==> src/rtl/sl_pkg.sv <==
package sl_pkg;

    localparam int SL_WORD_BITS = 4;

    typedef enum logic [2:0] {
        DS_IDLE,
        DS_SETUP,
        DS_HIGH,
        DS_TAIL,
        DS_LDHI,
        DS_LDLO
    } drv_state_e;

    typedef struct packed {
        logic dat;
        logic sck;
        logic ld;
    } wire_bus_t;

    function automatic wire_bus_t mk_bus(input logic d, input logic c, input logic l);
        wire_bus_t b;
        b.dat = d;
        b.sck = c;
        b.ld  = l;
        return b;
    endfunction

endpackage

==> src/rtl/sl_sync.sv <==
module sl_sync #(
    parameter int STAGES = 2
) (
    input  logic clk,
    input  logic rst,
    input  logic async_in,
    output logic level,
    output logic rise
);
    logic [STAGES-1:0] chain;
    logic              prev;

    always_ff @(posedge clk) begin
        if (rst) begin
            chain <= '0;
            prev  <= 1'b0;
        end else begin
            chain[0] <= async_in;
            prev     <= chain[STAGES-1];
        end
    end

    genvar s;
    generate
        for (s = 1; s < STAGES; s++) begin : g_stage
            always_ff @(posedge clk) begin
                if (rst) chain[s] <= 1'b0;
                else     chain[s] <= chain[s-1];
            end
        end
    endgenerate

    assign level = chain[STAGES-1];
    assign rise  = chain[STAGES-1] & ~prev;
endmodule

==> src/rtl/sl_driver.sv <==
module sl_driver
    import sl_pkg::*;
#(
    parameter int NBITS = 4,
    parameter int CNT_W = 4
) (
    input  logic             clk,
    input  logic             rst,
    input  logic             start,
    input  logic [NBITS-1:0] value,
    input  logic [CNT_W-1:0] phase_len,
    output wire_bus_t        bus,
    output logic             busy,
    output logic             done
);
    localparam int IDX_W = $clog2(NBITS + 1);

    drv_state_e       state;
    logic [CNT_W-1:0] hold_cnt;
    logic [CNT_W-1:0] hold_len;
    logic [NBITS-1:0] shreg;
    logic [IDX_W-1:0] bits_left;
    wire_bus_t        bus_q;
    logic             done_q;

    always_ff @(posedge clk) begin
        if (rst) begin
            state     <= DS_IDLE;
            hold_cnt  <= '0;
            hold_len  <= '0;
            shreg     <= '0;
            bits_left <= '0;
            bus_q     <= mk_bus(1'b0, 1'b0, 1'b0);
            done_q    <= 1'b0;
        end else begin
            done_q <= 1'b0;
            if (state == DS_IDLE) begin
                if (start) begin
                    shreg     <= value;
                    hold_len  <= phase_len;
                    hold_cnt  <= phase_len;
                    bits_left <= IDX_W'(NBITS);
                    bus_q     <= mk_bus(value[NBITS-1], 1'b0, 1'b0);
                    state     <= DS_SETUP;
                end
            end else if (hold_cnt != '0) begin
                hold_cnt <= hold_cnt - 1'b1;
            end else begin
                hold_cnt <= hold_len;
                case (state)
                    DS_SETUP: begin
                        bus_q <= mk_bus(shreg[NBITS-1], 1'b1, 1'b0);
                        state <= DS_HIGH;
                    end
                    DS_HIGH: begin
                        if (bits_left > IDX_W'(1)) begin
                            shreg     <= {shreg[NBITS-2:0], 1'b0};
                            bits_left <= bits_left - 1'b1;
                            bus_q     <= mk_bus(shreg[NBITS-2], 1'b0, 1'b0);
                            state     <= DS_SETUP;
                        end else begin
                            bus_q <= mk_bus(1'b0, 1'b0, 1'b0);
                            state <= DS_TAIL;
                        end
                    end
                    DS_TAIL: begin
                        bus_q <= mk_bus(1'b0, 1'b0, 1'b1);
                        state <= DS_LDHI;
                    end
                    DS_LDHI: begin
                        bus_q <= mk_bus(1'b0, 1'b0, 1'b0);
                        state <= DS_LDLO;
                    end
                    DS_LDLO: begin
                        state  <= DS_IDLE;
                        done_q <= 1'b1;
                    end
                    default: state <= DS_IDLE;
                endcase
            end
        end
    end

    assign bus  = bus_q;
    assign busy = (state != DS_IDLE);
    assign done = done_q;
endmodule

==> src/rtl/sl_receiver.sv <==
module sl_receiver #(
    parameter int NBITS = 4
) (
    input  logic             clk,
    input  logic             rst,
    input  logic             dat_lvl,
    input  logic             sck_rise,
    input  logic             ld_rise,
    output logic [NBITS-1:0] q
);
    logic [NBITS-1:0] stage;
    logic [NBITS-1:0] out_q;

    always_ff @(posedge clk) begin
        if (rst) begin
            stage <= '0;
            out_q <= '0;
        end else begin
            if (sck_rise) stage <= {stage[NBITS-2:0], dat_lvl};
            if (ld_rise)  out_q <= stage;
        end
    end

    assign q = out_q;
endmodule

==> src/rtl/serial_ctrl_latch.sv <==
module serial_ctrl_latch
    import sl_pkg::*;
#(
    parameter int NBITS       = SL_WORD_BITS,
    parameter int CNT_W       = 4,
    parameter int SYNC_STAGES = 2
) (
    input  logic             clk,
    input  logic             rst,
    input  logic             start,
    input  logic [NBITS-1:0] value,
    input  logic [CNT_W-1:0] phase_len,
    output logic             busy,
    output logic             done,
    output logic             ser_data,
    output logic             ser_clk,
    output logic             ser_load,
    input  logic             rx_data,
    input  logic             rx_clk,
    input  logic             rx_load,
    output logic [NBITS-1:0] ctrl_q
);
    localparam int NWIRES = 3;

    wire_bus_t         tx_bus;
    logic [NWIRES-1:0] raw_w;
    logic [NWIRES-1:0] lvl_w;
    logic [NWIRES-1:0] rise_w;

    sl_driver #(.NBITS(NBITS), .CNT_W(CNT_W)) u_drv (
        .clk       (clk),
        .rst       (rst),
        .start     (start),
        .value     (value),
        .phase_len (phase_len),
        .bus       (tx_bus),
        .busy      (busy),
        .done      (done)
    );

    assign ser_data = tx_bus.dat;
    assign ser_clk  = tx_bus.sck;
    assign ser_load = tx_bus.ld;

    assign raw_w = {rx_data, rx_clk, rx_load};

    genvar w;
    generate
        for (w = 0; w < NWIRES; w++) begin : g_wire
            sl_sync #(.STAGES(SYNC_STAGES)) u_sync (
                .clk      (clk),
                .rst      (rst),
                .async_in (raw_w[w]),
                .level    (lvl_w[w]),
                .rise     (rise_w[w])
            );
        end
    endgenerate

    sl_receiver #(.NBITS(NBITS)) u_rx (
        .clk      (clk),
        .rst      (rst),
        .dat_lvl  (lvl_w[2]),
        .sck_rise (rise_w[1]),
        .ld_rise  (rise_w[0]),
        .q        (ctrl_q)
    );
endmodule

==> config.mk <==
export PLATFORM = sky130hd
export DESIGN_NAME = serial_ctrl_latch
export DESIGN_NICKNAME = d
export VERILOG_FILES = /design/src/rtl/sl_pkg.sv /design/src/rtl/sl_sync.sv /design/src/rtl/sl_driver.sv /design/src/rtl/sl_receiver.sv /design/src/rtl/serial_ctrl_latch.sv
export SDC_FILE = /design/constraint.sdc
export NUM_CORES = 1
export LEC_CHECK = 0
export ABC_AREA = 1
export BUFFER_PORTS_ARGS = -buffer_cell sky130_fd_sc_hd__buf_2
export CAP_MARGIN = 25
export CELL_PAD_IN_SITES_DETAIL_PLACEMENT = 1
export CELL_PAD_IN_SITES_GLOBAL_PLACEMENT = 1
export CORE_ASPECT_RATIO = 1.5
export CORE_UTILIZATION = 37
export DETAILED_ROUTE_END_ITERATION = 10
export PLACE_DENSITY = 0.81
export SLEW_MARGIN = 20
export SYNTH_ARGS = -nofsm -noshare
export SYNTH_HDL_FRONTEND = slang
export SYNTH_SLANG_ARGS = --single-unit
==> constraint.sdc <==
create_clock -name clk -period 1.6 [get_ports clk]
set_input_delay 0.08 -clock clk [delete_from_list [all_inputs] [get_ports clk]]
set_output_delay 0.08 -clock clk [all_outputs]
set_load 0.03 [all_outputs]
==> flow_metrics.py, run 1 <==
metrics = {
    "status": {
        "status": "finished, final reports clean",
    },
    "synth": {
        "post-synth-top-area-fraction_pct": 36.3,
        "synth_cells": 185,
        "synth_sequential_area_ratio_pct": 36.3,
        "unique_cell_type_count_in_the_yosys_netlist": 24,
        "synth-warning-count": 6,
        "netlist.top_cell.by_area": "dfxtp_1",
        "synthTopCellsByArea": "dfxtp_1 (36%), nand2_1 (16%), nor2_1 (8.4%)",
        "postSynthRegisterBits": 22,
        "synth_area_per_cell_sq_um": 6.56,
        "mappedNetlistArea_sq_um": 1210,
    },
    "power": {
        "intPower_w": 0.00142,
        "netSwitchingFraction_pct": 51.2,
        "power.density_cell_area_nw_per_um2": 2170,
        "net-switching-power_w": 0.00149,
        "peakVddDrop_mv": 0.798,
        "power.sequential.fraction_pct": 29.8,
        "cellLeakagePower_nw": 0.663,
        "share_clk_of_total_power_pct": 11.8,
        "power.share.combinational_pct": 58.4,
    },
    "cells_and_area": {
        "area_growth_pct": 10.6,
        "drive_gt1_share_pct": 13.6,
        "n_fill_cell": 440,
        "layout.cells.most_common": "nand2_1",
        "final_nets": 216,
        "final_cell_mix": "nand2_1 (52), nor2_1 (27), inv_1 (23), dfxtp_1 (22), buf_2 (15)",
        "antenna_cells": 0,
    },
    "route": {
        "detailedRoute.firstPassIterationCount": 4,
        "vias": 1181,
        "drtAntennaViolNets": 0,
        "wl_per_cell_um": 13.0,
        "initial_drt_markers": 15,
        "drt_drc_violations_left": 0,
        "vias_per_cell": 4.96,
        "route.final.wire_length_mm": 3.09,
    },
    "worst_setup_path": {
        "critical_path_class": "reg2reg",
        "critical-path-max-stage-delay_ps": 430,
        "critical_path.n_buffers_inverters": 1,
        "crit_path_max_fanout": 9,
        "cp_cell_sequence": "nor2_8, nand3_2, nand2_1, inv_2, o21ai_1, nor2_1",
        "critical_path.top_delay_family": "simple AND/OR/NAND/NOR gates",
        "worst-endpoint-arrival_ps": 1610,
        "required_ps": 1760,
        "critical_path.startpoint_type": "flip-flop",
        "critical_path.slowest_cell": "dfxtp_1",
        "critPathCaptureType": "flip-flop",
    },
    "floorplan": {
        "die_height_um": 72.1,
        "core.rowCount": 25,
        "start_util_pct": 38.8,
        "die_area_sq_um": 3520,
        "die_width_um": 48.8,
        "core_area_sq_um": 3130,
        "pin_count": 23,
    },
    "sta": {
        "rsz0062_at_grt": "false",
        "final.setup.tns_ps": 0,
        "period_needed_ps": 1450,
        "fmaxAchievable_ghz": 0.691,
        "maxSlewViolCount": 0,
        "skew_ps": 2.30,
        "setup_violations": 0,
        "report.final.hold_viol_count": 0,
        "final.period_utilization_pct": 90.5,
        "holdWs_ps": 70.1,
    },
    "global_route": {
        "maximum_number_of_pins_on_one_net_before_global_route_repair": 13,
        "globalRouteOverflowTotal": 0,
        "grt_pass1_wl_mm": 5.35,
        "vias_in_the_first_global_route": 1284,
        "grt_antenna_before_repair": 0,
        "grt_usage_pct": 19.5,
    },
    "place": {
        "gp_routability_congestion": 0.843,
        "dpl.hpwl_mm": 2.38,
        "numPortBuffers": 15,
    },
    "cts": {
        "htreeDepth": 1,
        "cts_root_buf": "clkbuf_8",
        "clock_tree_from_tritoncts": "done",
        "clock_insertion_delay_worst_skew_ps": 260,
        "clk_pin_slew_ps": 80,
        "clock_sink_count": 22,
        "cts-buffers-inserted": 3,
        "max-clock-path-buffers": 2,
        "holdBufCountCts": 0,
    },
    "min_path": {
        "timing.hold.worst.class": "in2reg",
    },
    "job": {
        "cap_violations": 0,
    },
}
==> sequential cells by signal, summed over array words and instances (netlist names) <==
register and flops:
u_drv.hold_cnt 4, u_drv.hold_len 4, u_drv.shreg 4, u_drv.bits_left 3, u_drv.bus 3, u_drv.state 3, u_drv.done 1
==> power groups by stage <==
stage,sequential (W),clock [W],combinational (W)
2_1_floorplan,0.000883,0,0.00136
3_3_place_gp,0.000862,0,0.00160
3_5_place_dp,0.000878,0,0.00170
4_1_cts,0.000868,0.000351,0.00171
5_1_grt,0.000886,0.000369,0.00197
6_report,0.000868,0.000343,0.00170
==> cells in the mapped netlist (all sizes together) <==
| cell | instances |
|---|---|
| nand3b | 1 |
| nand2 | 54 |
| nor3 | 1 |
| a21oi | 12 |
| or2 | 1 |
| clkbuf | 2 |
| inv | 26 |
| buf | 6 |
| dfxtp | 22 |
| nand4 | 5 |
| a31oi | 1 |
| o21ai | 13 |
| nor2 | 29 |
| nand3 | 9 |
| conb | 1 |
| ha | 2 |
==> cell type report <==
| cell class | count | area [sq um] | share of cell area (%) |
|---|---|---|---|
| sequential | 22 | 440 | 32.8 |
| clock buffer | 3 | 41.3 | 3.08 |
| inverter | 26 | 97.6 | 7.27 |
| timing repair buffer | 15 | 75.1 | 5.59 |
| multi-input combinational | 132 | 638 | 47.5 |
| tap | 40 | 50.0 | 3.73 |
==> per-stage QoR <==
| stage | total power [W] | area (sq um) | utilization (%) | cells | setup slack [ps] |
|---|---|---|---|---|---|
| 2_1_floorplan | 0.00225 | 1220 | - | 188 | 317 |
| 3_3_place_gp | 0.00246 | 1290 | 41.4 | 235 | 158 |
| 3_5_place_dp | 0.00257 | 1290 | 41.4 | 235 | 70.1 |
| 4_1_cts | 0.00293 | 1340 | 42.7 | 238 | 33.4 |
| 5_1_grt | 0.00323 | 1340 | 42.9 | 238 | 34.2 |
| 6_report | 0.00291 | 1340 | 42.9 | 238 | 152 |
==> worst reg2reg max path: cells and delay by family (launching register included) <==
kind / cells / cell delay (ps)
buf+inv: 1 / 60
compound gates: 1 / 130
flops: 1 / 430
simple gates: 4 / 730
==> worst paths after layout <==
kind	startpoint	to	slack, ps	depth (start not counted)
worst min register to register	u_drv.bus[1]	u_drv.bus[1]	470	2
worst max register to register	u_drv.state[2]	u_drv.state[0]	150	6
worst max-delay path	u_drv.state[2]	u_drv.state[0]	150	6
worst min-delay path	phase_len[1]	u_drv.hold_len[1]	70	3
==> timing repair <==
item                                    in CTS  in global routing
resized for setup                            0                  1
endpoints found under the setup margin       0                  6
setup buffers                                0                  0
==> layer usage <==
layer / global-route usage [%] / vias up / part of all wire, %
met3: 3.14 / 4 / 2.6
met5: 0 / - / 0
met4: 7.19 / 0 / 1.2
met1: 19.1 / 562 / 39
li1: - / 600 / -
met2: 39.7 / 15 / 57
==> kinds of logic (layout without fill, tap and decap cells) <==
kind of cell               after synthesis  after routing  synth area share [%]
and+or+nand+nor                        100            100                  37.8
adders and majority gates                2              2                  2.06
buffers and inverters                   34             44                  12.7
other                                    1              4                 0.309
DFF                                     22             22                  36.3
AOI/OAI and AO/OA                       26             26                  10.8
Power figures use the tool's default switching activity.
==> run 2: changes to the inputs <==
--- a/config.mk
+++ b/config.mk
@@ -8,13 +8,10 @@
 export ABC_AREA = 1
 export BUFFER_PORTS_ARGS = -buffer_cell sky130_fd_sc_hd__buf_2
 export CAP_MARGIN = 25
-export CELL_PAD_IN_SITES_DETAIL_PLACEMENT = 1
-export CELL_PAD_IN_SITES_GLOBAL_PLACEMENT = 1
 export CORE_ASPECT_RATIO = 1.5
-export CORE_UTILIZATION = 37
+export CORE_UTILIZATION = 53
 export DETAILED_ROUTE_END_ITERATION = 10
-export PLACE_DENSITY = 0.81
-export SLEW_MARGIN = 20
+export PLACE_DENSITY = 0.78
 export SYNTH_ARGS = -nofsm -noshare
 export SYNTH_HDL_FRONTEND = slang
 export SYNTH_SLANG_ARGS = --single-unit
==> flow_metrics.py, run 2 (synthesis results as in run 1) <==
metrics = {
    "cells_and_area": {
        "layout.cells.most_common": "nand2_1",
        "antenna_cells": 0,
        "area_growth_pct": 6.60,
        "fin_cells": 220,
        "n_fill_cell": 218,
        "multi_input_area_sq_um": 631,
        "largest_registers": "u_drv.hold_cnt (4), u_drv.hold_len (4), u_drv.shreg (4)",
        "drive_gt1_share_pct": 13.6,
        "ff_latch_area_sq_um": 440,
        "final_cell_mix": "nand2_1 (52), nor2_1 (27), inv_1 (23), dfxtp_1 (22), buf_2 (15)",
        "final_nets": 216,
    },
    "power": {
        "power.density_cell_area_nw_per_um2": 2080,
        "peakVddDrop_mv": 0.937,
        "cellLeakagePower_nw": 0.654,
    },
    "cts": {
        "htreeDepth": 1,
        "cts-buffers-inserted": 3,
        "max-clock-path-buffers": 2,
        "cts_repair_resize_count": 0,
        "clk_pin_slew_ps": 110,
        "clock_insertion_delay_worst_skew_ps": 300,
        "cts_root_buf": "clkbuf_4",
        "clock_tree_from_tritoncts": "done",
        "holdBufCountCts": 0,
        "post_cts.repair.setup_buffers": 0,
        "clock_sink_count": 22,
    },
    "floorplan": {
        "die_area_sq_um": 2490,
        "core_area_sq_um": 2100,
        "die_height_um": 60.6,
        "pin_count": 23,
        "die_width_um": 41.1,
        "core.rowCount": 20,
        "start_util_pct": 57.7,
    },
    "worst_setup_path": {
        "critical_path.slowest_cell": "dfxtp_1",
        "critical_path.top_delay_family": "simple AND/OR/NAND/NOR gates",
        "worst-endpoint-arrival_ps": 1660,
        "critical-path-max-stage-delay_ps": 330,
        "critical_path.startpoint_type": "flip-flop",
        "crit_path_max_fanout": 12,
        "critical_path.n_buffers_inverters": 1,
        "critPathCaptureType": "flip-flop",
        "required_ps": 1810,
        "critical_path_class": "reg2reg",
        "cp_cell_sequence": "inv_1, ha_1, nand2_1, nand2_4, nand3_2, a21oi_1, nor2_1",
    },
    "sta": {
        "rsz0062_at_grt": "false",
        "report.final.hold_viol_count": 0,
        "period_needed_ps": 1440,
        "skew_ps": 3.82,
        "setup_violations": 0,
        "final.setup.tns_ps": 0,
        "final.period_utilization_pct": 90.3,
        "fmaxAchievable_ghz": 0.692,
        "maxSlewViolCount": 0,
    },
    "route": {
        "drtAntennaViolNets": 0,
        "initial_drt_markers": 24,
        "drt_drc_violations_left": 0,
        "vias_per_cell": 5.04,
        "vias": 1109,
        "detailedRoute.firstPassIterationCount": 4,
        "wl_per_cell_um": 10.2,
        "route.final.wire_length_mm": 2.24,
    },
    "global_route": {
        "grt_antenna_before_repair": 0,
        "maximum_number_of_pins_on_one_net_before_global_route_repair": 13,
        "vias_in_the_first_global_route": 956,
        "globalRouteOverflowTotal": 0,
        "grt_usage_pct": 21.2,
        "grt_pass1_wl_mm": 3.62,
    },
    "place": {
        "dpl.cell_count": 217,
        "dpl.hpwl_mm": 1.73,
        "numPortBuffers": 15,
        "gp_routability_congestion": 0.818,
    },
    "min_path": {
        "timing.hold.worst.class": "in2reg",
    },
    "status": {
        "status": "finished, final reports clean",
    },
    "job": {
        "cap_violations": 0,
    },
}
## run 2: cell count changes in the layout (fill, tap and decap cells not counted)
cell / before / now
nand3_2: 1 / 2
clkbuf_4: 0 / 3
nand3_4: 1 / 0
clkbuf_8: 3 / 0
## run 2: layout make-up
type	instances	area share, %
Multi-Input combinational cell	132	48.7
Sequential cell	22	34.0
Inverter	26	7.54
Timing Repair Buffer	15	5.80
Tap cell	22	2.13
Clock buffer	3	1.74
## run 2: layer usage
layer	vias up	wire, um	global-route usage (%)
li1	600	-	-
met1	490	1010	22.9
met2	14	1130	37.5
met3	5	49	2.20
met4	0	48	11.4
met5	-	0	0
## run 2: final timing paths
check                                  startpoint                 end  slack (ps)  cells after the start
worst min register to register       u_drv.bus[1]        u_drv.bus[1]         470                      2
worst min-delay path                     value[0]      u_drv.shreg[0]          20                      3
worst max register to register  u_drv.hold_cnt[0]  u_drv.bits_left[0]         160                      7
worst max-delay path            u_drv.hold_cnt[0]  u_drv.bits_left[0]         160                      7
## run 2: power breakdown
part,internal [W],switching [W],leakage (nW),total (W)
clock,0.0000880,0.000158,0.0138,0.000246
sequential,0.000718,0.000134,0.181,0.000852
combinational,0.000520,0.00107,0.459,0.00159
## run 2: stage by stage
stage | hold WS, ps | instance area (sq um) | utilization (%) | setup slack [ps] | total power (W)
after floorplan | 227 | 1220 | - | 317 | 0.00225
after global placement | 334 | 1270 | 60.5 | 209 | 0.00242
after detailed placement | 349 | 1270 | 60.5 | 159 | 0.00246
after CTS | 8.97 | 1290 | 61.5 | 150 | 0.00271
after global routing | 25.7 | 1290 | 61.5 | 21.7 | 0.00296
final | 16.5 | 1290 | 61.5 | 156 | 0.00268
## run 2: worst min-delay path, cell delays in order
cell and delay [ps]:
buf_2 90, nand2_1 50, a21oi_1 60
==> run 3: changes to the inputs <==
--- a/config.mk
+++ b/config.mk
@@ -11,7 +11,7 @@
 export CORE_ASPECT_RATIO = 1.5
 export CORE_UTILIZATION = 53
 export DETAILED_ROUTE_END_ITERATION = 10
-export PLACE_DENSITY = 0.78
+export PLACE_DENSITY_LB_ADDON = 0.3
 export SYNTH_ARGS = -nofsm -noshare
 export SYNTH_HDL_FRONTEND = slang
 export SYNTH_SLANG_ARGS = --single-unit
==> flow_metrics.py, run 3 (synthesis results as in run 1) <==
metrics = {
    "status": {
        "status": "finished, final reports clean",
    },
    "global_route": {
        "grt_usage_pct": 22.8,
        "vias_in_the_first_global_route": 1007,
        "maximum_number_of_pins_on_one_net_before_global_route_repair": 13,
        "grt_antenna_before_repair": 0,
        "grt_pass1_wl_mm": 3.93,
        "globalRouteOverflowTotal": 0,
    },
    "cells_and_area": {
        "finalCoreUtilization_pct": 61.9,
        "final_nets": 216,
        "area_growth_pct": 7.22,
        "layout.cells.most_common": "nand2_1",
        "largest_registers": "u_drv.hold_cnt (4), u_drv.hold_len (4), u_drv.shreg (4)",
        "finish.instance_area_sq_um": 1300,
        "drive_gt1_share_pct": 13.6,
        "fin_cells": 220,
        "antenna_cells": 0,
        "final_cell_mix": "nand2_1 (52), nor2_1 (27), inv_1 (23), dfxtp_1 (22), buf_2 (15)",
    },
    "route": {
        "initial_drt_markers": 28,
        "drt_drc_violations_left": 0,
        "vias": 1142,
        "drtAntennaViolNets": 0,
        "detailedRoute.firstPassIterationCount": 4,
        "wl_per_cell_um": 10.8,
        "route.final.wire_length_mm": 2.37,
        "vias_per_cell": 5.19,
    },
    "power": {
        "peakVddDrop_mv": 0.906,
        "power.density_cell_area_nw_per_um2": 2120,
        "total_power_w": 0.00276,
        "cellLeakagePower_nw": 0.655,
    },
    "worst_setup_path": {
        "critical_path_class": "reg2reg",
        "critical_path.slowest_cell": "dfxtp_1",
        "worst_r2r_startpoint": "u_drv.state[2]",
        "cp_cell_sequence": "nor2_8, nand3_2, nand2_1, inv_2, o21ai_1, nor2_1",
        "critical-path-max-stage-delay_ps": 430,
        "required_ps": 1820,
        "critPathCaptureType": "flip-flop",
        "critical_path.startpoint_type": "flip-flop",
        "critical_path.top_delay_family": "simple AND/OR/NAND/NOR gates",
        "worst-endpoint-arrival_ps": 1630,
        "critical_path.n_buffers_inverters": 1,
        "crit_path_max_fanout": 9,
        "critPathLaunch": "u_drv.state[2]",
    },
    "sta": {
        "rsz0062_at_grt": "false",
        "final.period_utilization_pct": 88.0,
        "period_needed_ps": 1410,
        "maxSlewViolCount": 0,
        "report.final.hold_viol_count": 0,
        "setup_violations": 0,
        "fmaxAchievable_ghz": 0.710,
        "final.setup.tns_ps": 0,
        "skew_ps": 2.79,
    },
    "cts": {
        "post_cts.repair.setup_buffers": 0,
        "clk_pin_slew_ps": 120,
        "holdBufCountCts": 0,
        "cts-buffers-inserted": 3,
        "cts_root_buf": "clkbuf_4",
        "htreeDepth": 1,
        "clock_tree_from_tritoncts": "done",
        "clock_insertion_delay_worst_skew_ps": 310,
        "max-clock-path-buffers": 2,
        "clock_sink_count": 22,
    },
    "min_path": {
        "timing.hold.worst.start": "value[0]",
        "timing.hold.worst.class": "in2reg",
    },
    "floorplan": {
        "pin_count": 23,
        "die_area_sq_um": 2490,
        "die_height_um": 60.6,
        "core_area_sq_um": 2100,
        "core.rowCount": 20,
        "die_width_um": 41.1,
        "start_util_pct": 57.7,
    },
    "place": {
        "gp_routability_congestion": 0.835,
        "numPortBuffers": 15,
        "dpl.hpwl_mm": 1.81,
        "dpl.cell_count": 217,
        "dpl-instance-area_sq_um": 1270,
    },
    "job": {
        "cap_violations": 0,
    },
}
-- run 3: changes by cell type in the layout (fill, tap and decap cells not counted) --
cell | before | now
nand3_4 | 0 | 1
nand3_2 | 2 | 1
-- run 3: worst min-delay path, delay by kind of cell --
family	cells	cell delay [ps]
buffers and inverters	1	90
and+or+nand+nor	1	50
AOI/OAI and AO/OA	1	60
-- run 3: repair_timing --
action                     in CTS  in global routing
resized for setup               0                  1
hold endpoints to repair        0                  0
setup endpoints to repair       0                  1
-- run 3: per-layer routing --
metal,vias up,GRT usage (%),part of all wire (%)
li1,600,-,-
met1,521,23.5,41
met2,16,41.5,54
met3,5,3.30,2.3
met4,0,11.4,2.0
met5,-,0,0
-- run 3: stage by stage --
stage                     hold slack (ps)  worst slack (ps)
after CTS                            3.42               122
after detailed placement              343               151
after global placement                334               212
after global routing                 5.34              94.0
final                               0.838               191
after floorplan                       227               317
-- run 3: worst paths after layout --
kind | to | slack [ps] | cells past startpoint
max reg2reg | u_drv.state[0] | 190 | 6
max | u_drv.state[0] | 190 | 6
min | u_drv.shreg[0] | 0.8 | 3
min reg2reg | u_drv.bus[1] | 470 | 2
-- run 3: layout make-up --
cell class	count	area, sq um
Inverter	26	97.6
Multi-Input combinational cell	132	638
Clock buffer	3	22.5
Fill cell	203	801
Sequential cell	22	440
Timing Repair Buffer	15	75.1
Tap cell	22	27.5
-- run 3: power breakdown --
part	leakage (nW)	switching [W]	internal [W]	total, W
combinational	0.460	0.00112	0.000534	0.00165
clock	0.0138	0.000170	0.0000883	0.000258
sequential	0.181	0.000135	0.000718	0.000853
total	0.655	0.00142	0.00134	0.00276
